==> src/rtl/ppi_pkg.sv <==
package ppi_pkg;
  typedef enum logic [1:0] {
    SEL_PA  = 2'd0,
    SEL_PB  = 2'd1,
    SEL_PC  = 2'd2,
    SEL_CTL = 2'd3
  } ppi_sel_e;

  typedef struct packed {
    logic a_in;
    logic chi_in;
    logic b_in;
    logic clo_in;
  } ppi_dir_t;

  localparam ppi_dir_t DIR_RESET = '{a_in: 1'b1, chi_in: 1'b1, b_in: 1'b1, clo_in: 1'b1};
endpackage

==> src/rtl/ppi_bus_decode.sv <==
module ppi_bus_decode
  import ppi_pkg::*;
(
  input  logic       cs_ni,
  input  logic       rd_ni,
  input  logic       wr_ni,
  input  logic [1:0] addr_i,
  output logic       rd_en_o,
  output logic       wr_pa_o,
  output logic       wr_pb_o,
  output logic       wr_pc_o,
  output logic       wr_ctl_o
);
  logic wr_en;

  assign rd_en_o = ~cs_ni & ~rd_ni & wr_ni;
  assign wr_en   = ~cs_ni & ~wr_ni & rd_ni;

  always_comb begin
    wr_pa_o  = 1'b0;
    wr_pb_o  = 1'b0;
    wr_pc_o  = 1'b0;
    wr_ctl_o = 1'b0;
    if (wr_en) begin
      unique case (ppi_sel_e'(addr_i))
        SEL_PA:  wr_pa_o  = 1'b1;
        SEL_PB:  wr_pb_o  = 1'b1;
        SEL_PC:  wr_pc_o  = 1'b1;
        SEL_CTL: wr_ctl_o = 1'b1;
        default: ;
      endcase
    end
  end
endmodule

==> src/rtl/ppi_ctrl.sv <==
module ppi_ctrl
  import ppi_pkg::*;
#(
  parameter int unsigned DATA_W = 8
) (
  input  logic              clk_i,
  input  logic              rst_ni,
  input  logic              wr_ctl_i,
  input  logic [DATA_W-1:0] data_i,
  output ppi_dir_t          dir_o,
  output logic              setup_o,
  output logic [DATA_W-1:0] bit_en_o,
  output logic              bit_val_o,
  output logic [DATA_W-1:0] cw_rd_o
);
  localparam int unsigned SEL_W = $clog2(DATA_W);

  ppi_dir_t           dir_q;
  logic               bsr;
  logic [SEL_W-1:0]   bit_sel;

  assign setup_o   = wr_ctl_i & data_i[DATA_W-1];
  assign bsr       = wr_ctl_i & ~data_i[DATA_W-1];
  assign bit_sel   = data_i[SEL_W:1];
  assign bit_val_o = data_i[0];

  always_comb begin
    bit_en_o = '0;
    if (bsr) bit_en_o[bit_sel] = 1'b1;
  end

  always_ff @(posedge clk_i or negedge rst_ni) begin
    if (!rst_ni) begin
      dir_q <= DIR_RESET;
    end else if (setup_o) begin
      // mode bits 6,5,2 are not decoded
      dir_q.a_in   <= data_i[4];
      dir_q.chi_in <= data_i[3];
      dir_q.b_in   <= data_i[1];
      dir_q.clo_in <= data_i[0];
    end
  end

  assign dir_o = dir_q;

  always_comb begin
    cw_rd_o     = '0;
    cw_rd_o[7]  = 1'b1;
    cw_rd_o[4]  = dir_q.a_in;
    cw_rd_o[3]  = dir_q.chi_in;
    cw_rd_o[1]  = dir_q.b_in;
    cw_rd_o[0]  = dir_q.clo_in;
  end
endmodule

==> src/rtl/ppi_port.sv <==
module ppi_port #(
  parameter int unsigned WIDTH = 8
) (
  input  logic             clk_i,
  input  logic             rst_ni,
  input  logic             clr_i,
  input  logic             wr_i,
  input  logic [WIDTH-1:0] wr_data_i,
  input  logic [WIDTH-1:0] bit_en_i,
  input  logic             bit_val_i,
  input  logic             is_in_i,
  input  logic [WIDTH-1:0] pin_i,
  output logic [WIDTH-1:0] out_o,
  output logic [WIDTH-1:0] oe_o,
  output logic [WIDTH-1:0] rd_o
);
  logic [WIDTH-1:0] latch_q;

  always_ff @(posedge clk_i or negedge rst_ni) begin
    if (!rst_ni) begin
      latch_q <= '0;
    end else if (clr_i) begin
      latch_q <= '0;
    end else if (wr_i) begin
      latch_q <= wr_data_i;
    end else begin
      for (int i = 0; i < WIDTH; i++) begin
        if (bit_en_i[i]) latch_q[i] <= bit_val_i;
      end
    end
  end

  assign out_o = latch_q;
  assign oe_o  = {WIDTH{~is_in_i}};
  assign rd_o  = is_in_i ? pin_i : latch_q;
endmodule

==> src/rtl/ppi_top.sv <==
module ppi_top
  import ppi_pkg::*;
#(
  parameter int unsigned DATA_W = 8
) (
  input  logic              clk_i,
  input  logic              rst_ni,
  input  logic              cs_ni,
  input  logic              rd_ni,
  input  logic              wr_ni,
  input  logic [1:0]        addr_i,
  input  logic [DATA_W-1:0] data_i,
  output logic [DATA_W-1:0] data_o,
  output logic              data_oe_o,
  input  logic [DATA_W-1:0] pa_i,
  output logic [DATA_W-1:0] pa_o,
  output logic [DATA_W-1:0] pa_oe_o,
  input  logic [DATA_W-1:0] pb_i,
  output logic [DATA_W-1:0] pb_o,
  output logic [DATA_W-1:0] pb_oe_o,
  input  logic [DATA_W-1:0] pc_i,
  output logic [DATA_W-1:0] pc_o,
  output logic [DATA_W-1:0] pc_oe_o
);
  localparam int unsigned NIB_W  = DATA_W / 2;
  localparam int unsigned N_HALF = 2;

  logic              rd_en, wr_pa, wr_pb, wr_pc, wr_ctl;
  ppi_dir_t          dir;
  logic              setup;
  logic [DATA_W-1:0] bit_en;
  logic              bit_val;
  logic [DATA_W-1:0] cw_rd, pa_rd, pb_rd, pc_rd;
  logic [N_HALF-1:0] c_in;

  ppi_bus_decode u_dec (
    .cs_ni    (cs_ni),
    .rd_ni    (rd_ni),
    .wr_ni    (wr_ni),
    .addr_i   (addr_i),
    .rd_en_o  (rd_en),
    .wr_pa_o  (wr_pa),
    .wr_pb_o  (wr_pb),
    .wr_pc_o  (wr_pc),
    .wr_ctl_o (wr_ctl)
  );

  ppi_ctrl #(.DATA_W(DATA_W)) u_ctrl (
    .clk_i     (clk_i),
    .rst_ni    (rst_ni),
    .wr_ctl_i  (wr_ctl),
    .data_i    (data_i),
    .dir_o     (dir),
    .setup_o   (setup),
    .bit_en_o  (bit_en),
    .bit_val_o (bit_val),
    .cw_rd_o   (cw_rd)
  );

  ppi_port #(.WIDTH(DATA_W)) u_pa (
    .clk_i     (clk_i),
    .rst_ni    (rst_ni),
    .clr_i     (setup),
    .wr_i      (wr_pa),
    .wr_data_i (data_i),
    .bit_en_i  ('0),
    .bit_val_i (1'b0),
    .is_in_i   (dir.a_in),
    .pin_i     (pa_i),
    .out_o     (pa_o),
    .oe_o      (pa_oe_o),
    .rd_o      (pa_rd)
  );

  ppi_port #(.WIDTH(DATA_W)) u_pb (
    .clk_i     (clk_i),
    .rst_ni    (rst_ni),
    .clr_i     (setup),
    .wr_i      (wr_pb),
    .wr_data_i (data_i),
    .bit_en_i  ('0),
    .bit_val_i (1'b0),
    .is_in_i   (dir.b_in),
    .pin_i     (pb_i),
    .out_o     (pb_o),
    .oe_o      (pb_oe_o),
    .rd_o      (pb_rd)
  );

  // port C: lower half belongs to group B, upper half to group A
  assign c_in = {dir.chi_in, dir.clo_in};

  for (genvar h = 0; h < N_HALF; h++) begin : g_pc
    ppi_port #(.WIDTH(NIB_W)) u_half (
      .clk_i     (clk_i),
      .rst_ni    (rst_ni),
      .clr_i     (setup),
      .wr_i      (wr_pc),
      .wr_data_i (data_i[h*NIB_W +: NIB_W]),
      .bit_en_i  (bit_en[h*NIB_W +: NIB_W]),
      .bit_val_i (bit_val),
      .is_in_i   (c_in[h]),
      .pin_i     (pc_i[h*NIB_W +: NIB_W]),
      .out_o     (pc_o[h*NIB_W +: NIB_W]),
      .oe_o      (pc_oe_o[h*NIB_W +: NIB_W]),
      .rd_o      (pc_rd[h*NIB_W +: NIB_W])
    );
  end

  always_comb begin
    data_o = '0;
    if (rd_en) begin
      unique case (ppi_sel_e'(addr_i))
        SEL_PA:  data_o = pa_rd;
        SEL_PB:  data_o = pb_rd;
        SEL_PC:  data_o = pc_rd;
        SEL_CTL: data_o = cw_rd;
        default: data_o = '0;
      endcase
    end
  end

  assign data_oe_o = rd_en;
endmodule

==> config.mk <==
export PLATFORM = sky130hd
export DESIGN_NAME = ppi_top
export DESIGN_NICKNAME = d
export VERILOG_FILES = /design/src/rtl/ppi_pkg.sv /design/src/rtl/ppi_bus_decode.sv /design/src/rtl/ppi_ctrl.sv /design/src/rtl/ppi_port.sv /design/src/rtl/ppi_top.sv
export SDC_FILE = /design/constraint.sdc
export NUM_CORES = 1
export LEC_CHECK = 0
export CAP_MARGIN = 20
export CORE_MARGIN = 1
export CORE_UTILIZATION = 30
export CTS_CLUSTER_DIAMETER = 150
export CTS_CLUSTER_SIZE = 12
export DETAILED_ROUTE_END_ITERATION = 6
export DONT_BUFFER_PORTS = 1
export PLACE_DENSITY = 0.52
export SLEW_MARGIN = 0
export SYNTH_ARGS = -nofsm -noshare
export SYNTH_HDL_FRONTEND = slang
export SYNTH_SLANG_ARGS = --single-unit
export TNS_END_PERCENT = 20
==> constraint.sdc <==
create_clock -name clk_i -period 2.11 [get_ports clk_i]
set_clock_uncertainty 0.15 [all_clocks]
set_input_delay 0.211 -clock clk_i [delete_from_list [all_inputs] [get_ports clk_i]]
set_output_delay 0.211 -clock clk_i [all_outputs]
set_load 0.03 [all_outputs]
==> impl_metrics.yaml, run 1 <==
yosys:
  syn-num-nets: 269
  synthDominantCellAreaShare: 0.295
  ys_seq_area_frac: 0.347
  netlist_instances: 230
  synth_area_leaders: "dfrtp_1 (30%), mux2_2 (8.9%), mux2i_1 (7.9%)"
  synth_edf_count: 0
  synth-seq-cells: 28
  yosysUniqueCellTypes: 36
  synthArstFlopShare: 1.00
  synth_area_per_cell_um2: 8.85
  netlist_area_mm2: 0.00204
  synthFlopType: "dfrtp_1"
  yosys.area.top_type: "dfrtp_1"
  yosysWarnings: 0
setup_path:
  reg2reg_depth: 4
  crit_fanout: 6
  cp_slowest_cell: "dfstp_2"
  worst-path-buf-inv: 1
  critPathCapture: "data_o[7]"
  critPathCaptureType: "output port"
  regToRegStartpoint: "u_ctrl.cw_rd_o[1]"
  worstSetupStartpointType: "flop"
  path_cells: "mux2_2 -> o21ai_0 -> a21oi_1 -> buf_4"
  cp.arrival_ns: 1.73
  r2r-end: "u_ctrl.cw_rd_o[1]"
  crit_family: "flip-flops"
  crit_cells: 4
  slowest_delay_ns: 0.66
  cp-startpoint: "u_ctrl.cw_rd_o[3]"
  r2r_slack_ns: 0.48
  worstPathRequired_ns: 1.75
  crit_type: "flop to output port"
timing:
  max_slew_margin: 0.549
  fmax_ghz: 0.479
  rsz0062_at_grt: "yes"
  finalCritPeriodShare: 0.989
  period_minus_slack_ns: 2.09
  setup_viol: 0
  hold_viol: 0
  slew_violations: 0
  tns_ns: 0
  worstMarginPinSlew_ns: 0.676
cells_and_area:
  utilization: 0.358
  final_cell_count_no_fill: 304
  syn_to_final_growth_pct: 13.5
  drive_above_1_share: 0.264
  n_fill_cell: 674
  nNetsFinal: 267
  antenna_cells: 0
clock_tree:
  cts_buffers: 3
  root_buffer: "clkbuf_8"
  clockBufferDepth: 2
  cts_tree: "built"
  clk_latency_ns: 0.28
  htreeDepth: 1
  path_clk_slew_ns: 0.10
  clock_sinks: 28
placed_design:
  placed_cells: 285
  gp_congestion: 0.801
  hpwlAfterDp_um: 4810
  port_buffers: 0
run_status:
  outcome: "complete, but fails checks"
  violations: "design-rule violations"
drt:
  wirelength_um: 6750
  avgViaCountPerCell: 5.86
  route.vias.total: 1782
  wl_per_cell_um: 22.2
  final_antenna_net_count: 0
  firstDrtPassIters: 7
  drc: 8
  drt_iter0_drc: 156
floorplanning:
  die-area_mm2: 0.00712
  die_w_um: 84.4
  fp.dieH_um: 84.4
  start_util: 0.315
  io_pins: 96
  row_count: 29
  core_area_mm2: 0.00646
power:
  vdd_drop_max_mv: 0.294
  p_per_area_mw_per_mm2: 920
  p_leak_nw: 1.01
grt:
  gr-usage-all-layers: 0.189
  grt.overflow.total: 0
  grt_pass1_wl_um: 10400
  first_global_vias: 1760
  grt_max_degree: 29
  antenna_found_initial: 0
worst_hold_path:
  hold_class: "primary input to flop"
run:
  drv_cap: 0
## layer usage
layer / global-route usage / share of wire / up-vias
li1: - / - / 795
met1: 0.250 / 0.41 / 883
met2: 0.303 / 0.47 / 100
met3: 0.0639 / 0.11 / 4
met4: 0.0370 / 0.0044 / 0
met5: 0 / 0 / -
## cells in the mapped netlist, drive strengths merged (2+ instances only)
cell type / count
nand3b: 4
inv: 14
nand2: 2
nor2: 6
nor3: 3
a32o: 2
nor3b: 4
o21ai: 29
a211oi: 4
dfrtp: 24
o22ai: 7
nor2b: 2
nand3: 17
nand2b: 3
clkbuf: 11
a21oi: 19
nor4: 2
dfstp: 4
mux2: 17
o21a: 3
buf: 28
mux2i: 16
## stage by stage
| stage | power [W] | area, µm² | hold WS, ns | worst slack, ns |
|---|---|---|---|---|
| 6_report | 0.00213 | 2310 | 0.00391 | 0.0234 |
| 5_1_grt | 0.00222 | 2310 | 0.0167 | -0.0451 |
| 4_1_cts | 0.00213 | 2280 | 0.000255 | 0.00361 |
| 3_5_place_dp | 0.00161 | 2040 | -0.233 | 0.273 |
| 3_3_place_gp | 0.00160 | 2040 | -0.233 | 0.290 |
| 2_1_floorplan | 0.00155 | 2040 | -0.235 | -0.100 |
## cell usage in the layout, fill, tap and decap left out, drive strengths merged, types with 2 or more instances in the layout
cell	n
o22ai	7
nor4	2
nand2b	3
dlygate4sd3	10
nand3b	4
a21oi	19
inv	14
nor2	6
mux2	17
clkbuf	3
dfrtp	24
dfstp	4
nor3b	4
nand3	17
o21a	3
a211oi	4
o21ai	29
a32o	2
nor3	3
buf	22
nand2	2
nor2b	2
mux2i	16
## cell families (layout without fill, tap and decap cells)
logic type,Yosys count,after routing,synth area share
buffers and inverters,53,50,0.141
DFF,28,28,0.347
AOI/OAI and AO/OA,68,68,0.191
muxes,33,33,0.173
and+or+nand+nor,48,48,0.149
## power by group
part / total, W / internal, W / leakage (nW) / switching (W)
sequential: 0.000936 / 0.000652 / 0.348 / 0.000283
combinational: 0.000746 / 0.000282 / 0.621 / 0.000464
clock: 0.000445 / 0.000255 / 0.0357 / 0.000190
## state kept, by name, indices dropped and copies added, names as in the netlist
register	count
u_ctrl.cw_rd_o	4
u_pa.out_o	8
g_pc.u_half.out_o	8
u_pb.out_o	8
## worst min path at each step
| stage | start | end | slack (ns) | depth (start not counted) |
|---|---|---|---|---|
| floorplan | rst_ni | g_pc[0].u_half.out_o[0] | -0.23 | 0 |
| global placement | rst_ni | g_pc[1].u_half.out_o[3] | -0.23 | 0 |
| detailed placement | rst_ni | g_pc[0].u_half.out_o[1] | -0.23 | 0 |
| CTS | addr_i[0] | g_pc[0].u_half.out_o[0] | 0.0003 | 2 |
| global route | addr_i[0] | g_pc[0].u_half.out_o[0] | 0.02 | 2 |
| finish | addr_i[0] | g_pc[0].u_half.out_o[0] | 0.004 | 2 |
## layout make-up
class	instances	area, µm²	share of cell area
Multi-Input combinational cell	149	1080	0.468
Sequential cell	28	706	0.305
Timing Repair Buffer	32	303	0.131
Tap cell	77	96.3	0.0417
Inverter	14	52.6	0.0227
Clock buffer	3	41.3	0.0179
Clock inverter	1	30.0	0.0130
## what timing repair did
item	in CTS	in global routing
resized for setup	1	7
setup buffers	4	0
hold endpoints to repair	50	0
setup endpoints to repair	4	8
hold buffers	11	0
No activity file was read; power rests on OpenSTA's default activity.
==> run 2, diff against run 1 <==
- CORE_UTILIZATION: 30 -> 35
- CTS_BUF_LIST: not set -> sky130_fd_sc_hd__clkbuf_16
- PLACE_DENSITY: 0.52 -> 0.57
==> run 2 against run 1 <==
Register-to-register slack improved by 0.33 ns. The flow now finishes without violations. First-iteration DRC count fell by 38%. Maximum frequency rose by 0.56%. Sequential power fell by 1%. Utilization rose by 5.8 points. Worst hold slack improved by 0.0041 ns. Critical path depth did not move. Largest power group unchanged. Flip-flop and latch count did not move. Global-route usage rose by 2.4 points. Total power rose by 5.1%.
==> impl_metrics.yaml, run 2 (synthesis results as in run 1) <==
worst_hold_path:
  hp-start: "addr_i[0]"
  holdPathEnd: "u_pb.out_o[7]"
  hold_depth: 2
  hold_class: "primary input to flop"
setup_path:
  r2r-end: "u_ctrl.cw_rd_o[4]"
  crit_fanout: 8
  reg2reg_depth: 3
  crit_type: "flop to output port"
  cp.arrival_ns: 1.71
  critPathCaptureType: "output port"
  worstSetupStartpointType: "flop"
  regToRegStartpoint: "u_ctrl.cw_rd_o[4]"
  r2r_slack_ns: 0.81
  worstPathRequired_ns: 1.75
clock_tree:
  root_buffer: "clkbuf_16"
  cts_tree: "built"
  clk_latency_ns: 0.26
  htreeDepth: 1
  path_clk_slew_ns: 0.08
  clockBufferDepth: 2
  clock_sinks: 28
  cts_buffers: 3
timing:
  worst_slack_ns: 0.0351
  max_slew_margin: 0.560
  finalCritPeriodShare: 0.983
  setup_viol: 0
  worstMarginPinSlew_ns: 0.665
  slew_violations: 0
  rsz0062_at_grt: "yes"
  fmax_ghz: 0.482
  period_minus_slack_ns: 2.07
  hold_viol: 0
drt:
  wirelength_um: 6180
  firstDrtPassIters: 4
  avgViaCountPerCell: 5.85
  final_antenna_net_count: 0
  wl_per_cell_um: 20.8
  drc: 0
  route.vias.total: 1738
  drt_iter0_drc: 96
run_status:
  outcome: "complete, no violations"
cells_and_area:
  n_fill_cell: 594
  final_common_cell: "o21ai_0"
  design_area_mm2: 0.00230
  syn_to_final_growth_pct: 13.0
  multi_input_area_mm2: 0.00107
  regArea_um2: 706
  drive_above_1_share: 0.253
  nNetsFinal: 265
  antenna_cells: 0
  mostFrequentLayoutCells: "o21ai_0 (27), dfrtp_1 (24), a21oi_1 (19), buf_4 (19), nand3_1 (17)"
floorplanning:
  io_pins: 96
  die-area_mm2: 0.00613
  die_w_um: 78.3
  fp.dieH_um: 78.3
  core_area_mm2: 0.00554
  start_util: 0.367
  row_count: 27
grt:
  grt.overflow.total: 0
  first_global_vias: 1780
  gr-usage-all-layers: 0.213
  grt_pass1_wl_um: 9970
  antenna_found_initial: 1
  grt_max_degree: 29
placed_design:
  hpwlAfterDp_um: 4490
  gp_congestion: 0.774
  place_area_mm2: 0.00206
  dp_slack_ns: 0.276
  port_buffers: 0
run:
  drv_cap: 0
power:
  p_leak_nw: 0.998
  vdd_drop_max_mv: 0.374
  p_total_w: 0.00224
  p_per_area_mw_per_mm2: 972
[run 2: routing by layer]
metal,GRT usage,part of all wire,routed length (µm),vias up
met5,0,0.0021,13,-
met4,0.0667,0.018,110,2
met3,0.0616,0.095,589,11
met2,0.344,0.46,2850,90
met1,0.273,0.42,2610,834
li1,-,-,-,801
[run 2: critical path, cell delays in order, from the launching register on]
cell	delay, ns
dfstp_2	0.65
mux2_2	0.36
o22ai_1	0.16
a211oi_1	0.07
buf_4	0.20
[run 2: where the power goes]
| group | internal, W | leakage [nW] | switching [W] |
|---|---|---|---|
| clock network | 0.000379 | 0.0511 | 0.000208 |
| registers | 0.000652 | 0.348 | 0.000269 |
| logic | 0.000262 | 0.598 | 0.000465 |
[run 2: worst max path at each step]
stage | from | end | slack (ns) | cells past startpoint
floorplan | u_ctrl.cw_rd_o[1] | data_o[0] | -0.1 | 4
global placement | u_ctrl.cw_rd_o[4] | data_o[4] | 0.28 | 4
detailed placement | u_ctrl.cw_rd_o[4] | data_o[4] | 0.28 | 4
CTS | u_ctrl.cw_rd_o[4] | data_o[4] | 0.02 | 4
global route | u_ctrl.cw_rd_o[4] | data_o[3] | -0.04 | 4
finish | u_ctrl.cw_rd_o[4] | data_o[3] | 0.04 | 4
[run 2: what timing repair did]
action                                 4_1_cts  5_1_grt
buffers inserted                             1        0
endpoints found under the hold margin       50        0
setup endpoints to repair                    3        5
gates cloned                                 0        0
hold buffers                                10        0
resized for setup                            0        5
[run 2: through the flow]
stage	util	TNS (ns)	instances	hold slack, ns
5_1_grt	0.415	-0.0736	297	0.0433
2_1_floorplan	-	-0.100	230	-0.235
4_1_cts	0.412	0	297	0.00735
3_5_place_dp	0.372	0	282	-0.234
3_3_place_gp	0.372	0	282	-0.234
6_report	0.415	0	297	0.00797
[run 2: layout make-up]
| class | count | area share |
|---|---|---|
| Clock buffer | 3 | 0.0326 |
| Clock inverter | 1 | 0.0131 |
| Inverter | 14 | 0.0228 |
| Multi-Input combinational cell | 149 | 0.467 |
| Sequential cell | 28 | 0.307 |
| Tap cell | 72 | 0.0392 |
| Timing Repair Buffer | 30 | 0.119 |
==> run 3, diff against run 2 <==
- SETUP_SLACK_MARGIN: not set -> 0.02
==> run 3 against run 2 <==
Sequential share of layout area barely moved. Flip-flop and latch count did not move. Sequential power barely moved. Clock power barely moved. Largest cell class unchanged. Cell count did not move. Highest routed layer unchanged. Worst hold slack barely moved. Via count rose by 0.12%. Combinational power barely moved.
==> impl_metrics.yaml, run 3 (synthesis results as in run 1) <==
run_status:
  outcome: "complete, no violations"
drt:
  drt_iter0_drc: 96
  avgViaCountPerCell: 5.86
  drc: 0
  route.vias.total: 1740
  wl_per_cell_um: 20.9
  wirelength_um: 6200
  firstDrtPassIters: 4
  final_antenna_net_count: 0
worst_hold_path:
  hold_class: "primary input to flop"
  hp-start: "addr_i[0]"
  hold_depth: 2
  holdPathEnd: "u_pb.out_o[7]"
grt:
  grt_max_degree: 29
  grt_pass1_wl_um: 9970
  gr-usage-all-layers: 0.213
  grt.overflow.total: 0
  antenna_found_initial: 1
  first_global_vias: 1780
setup_path:
  cp_slowest_cell: "dfstp_2"
  slowest_delay_ns: 0.65
  regToRegStartpoint: "u_ctrl.cw_rd_o[4]"
  crit_fanout: 8
  crit_family: "flip-flops"
  reg2reg_depth: 3
  critPathCaptureType: "output port"
  r2r-end: "u_ctrl.cw_rd_o[4]"
  cp.arrival_ns: 1.71
  worstSetupStartpointType: "flop"
  worstPathRequired_ns: 1.75
  worst-path-buf-inv: 1
  path_cells: "mux2_2 -> o22ai_1 -> a211oi_1 -> buf_4"
  crit_type: "flop to output port"
  r2r_slack_ns: 0.81
power:
  clkPwrFrac: 0.262
  switching_share: 0.422
  p_leak_nw: 0.999
  combPwrFrac: 0.325
  vdd_drop_max_mv: 0.375
  internal_power_w: 0.00129
  p_per_area_mw_per_mm2: 972
  seqPwrFrac: 0.412
  switchingPower_w: 0.000944
placed_design:
  hpwlAfterDp_um: 4490
  dp_slack_ns: 0.276
  gp_congestion: 0.774
  placed_cells: 282
  port_buffers: 0
clock_tree:
  clockBufferDepth: 2
  root_buffer: "clkbuf_16"
  cts_tree: "built"
  clock_sinks: 28
  htreeDepth: 1
  cts_buffers: 3
  path_clk_slew_ns: 0.08
  clk_latency_ns: 0.27
cells_and_area:
  utilization: 0.416
  nNetsFinal: 265
  final_cell_count_no_fill: 297
  syn_to_final_growth_pct: 13.1
  drive_above_1_share: 0.258
  antenna_cells: 0
  final_common_cell: "o21ai_0"
  mostFrequentLayoutCells: "o21ai_0 (27), dfrtp_1 (24), a21oi_1 (19), buf_4 (19), nand3_1 (17)"
floorplanning:
  start_util: 0.367
  fp.dieH_um: 78.3
  core_area_mm2: 0.00554
  row_count: 27
  die_w_um: 78.3
  io_pins: 96
  die-area_mm2: 0.00613
timing:
  worstMarginPinSlew_ns: 0.665
  period_minus_slack_ns: 2.07
  worst_slack_ns: 0.0362
  rsz0062_at_grt: "yes"
  fmax_ghz: 0.482
  slew_violations: 0
  max_slew_margin: 0.560
  setup_viol: 0
  finalCritPeriodShare: 0.983
  hold_viol: 0
run:
  drv_cap: 0
[run 3: changes by cell type in the layout (fill, tap and decap cells not counted)]
cell	before	now
o21a_2	1	2
o21a_1	2	1
[run 3: cell type report]
class	count	area, µm²
Clock buffer	3	75.1
Sequential cell	28	706
Fill cell	594	3240
Inverter	14	52.6
Clock inverter	1	30.0
Timing Repair Buffer	30	273
Multi-Input combinational cell	149	1080
Tap cell	72	90.1
[run 3: timing repair]
action	4_1_cts	5_1_grt
setup buffers	1	0
hold buffers	10	0
endpoints found under the setup margin	4	7
endpoints found under the hold margin	50	0
gates resized for setup	0	6
[run 3: worst max-delay path by stage]
stage                                 start         to  slack, ns  depth (start not counted)
after floorplan           u_ctrl.cw_rd_o[1]  data_o[0]       -0.1                          4
after global placement    u_ctrl.cw_rd_o[4]  data_o[4]       0.28                          4
after detailed placement  u_ctrl.cw_rd_o[4]  data_o[4]       0.28                          4
after CTS                 u_ctrl.cw_rd_o[4]  data_o[4]       0.02                          4
after global routing      u_ctrl.cw_rd_o[4]  data_o[3]      -0.04                          4
final                     u_ctrl.cw_rd_o[4]  data_o[3]       0.04                          4
[run 3: per-stage QoR]
step / setup TNS, ns / total power, W / hold slack [ns] / area [µm²]
after floorplan: -0.100 / 0.00155 / -0.235 / 2040
after global placement: 0 / 0.00161 / -0.234 / 2060
after global routing: -0.0736 / 0.00232 / 0.0433 / 2300
after CTS: 0 / 0.00223 / 0.00735 / 2280
after detailed placement: 0 / 0.00162 / -0.234 / 2060
final: 0 / 0.00224 / 0.00796 / 2300
[run 3: layer usage]
| metal | track usage | part of all wire | up-vias |
|---|---|---|---|
| met2 | 0.344 | 0.46 | 86 |
| li1 | - | - | 799 |
| met1 | 0.273 | 0.43 | 842 |
| met4 | 0.0667 | 0.018 | 2 |
| met5 | 0 | 0.0021 | - |
| met3 | 0.0616 | 0.093 | 11 |
[run 3: power groups by stage]
stage	combinational [W]	clock (W)	sequential, W
CTS	0.000725	0.000584	0.000924
floorplan	0.000641	0	0.000913
detailed placement	0.000677	0	0.000939
finish	0.000728	0.000587	0.000922
global route	0.000782	0.000600	0.000940
global placement	0.000672	0	0.000938
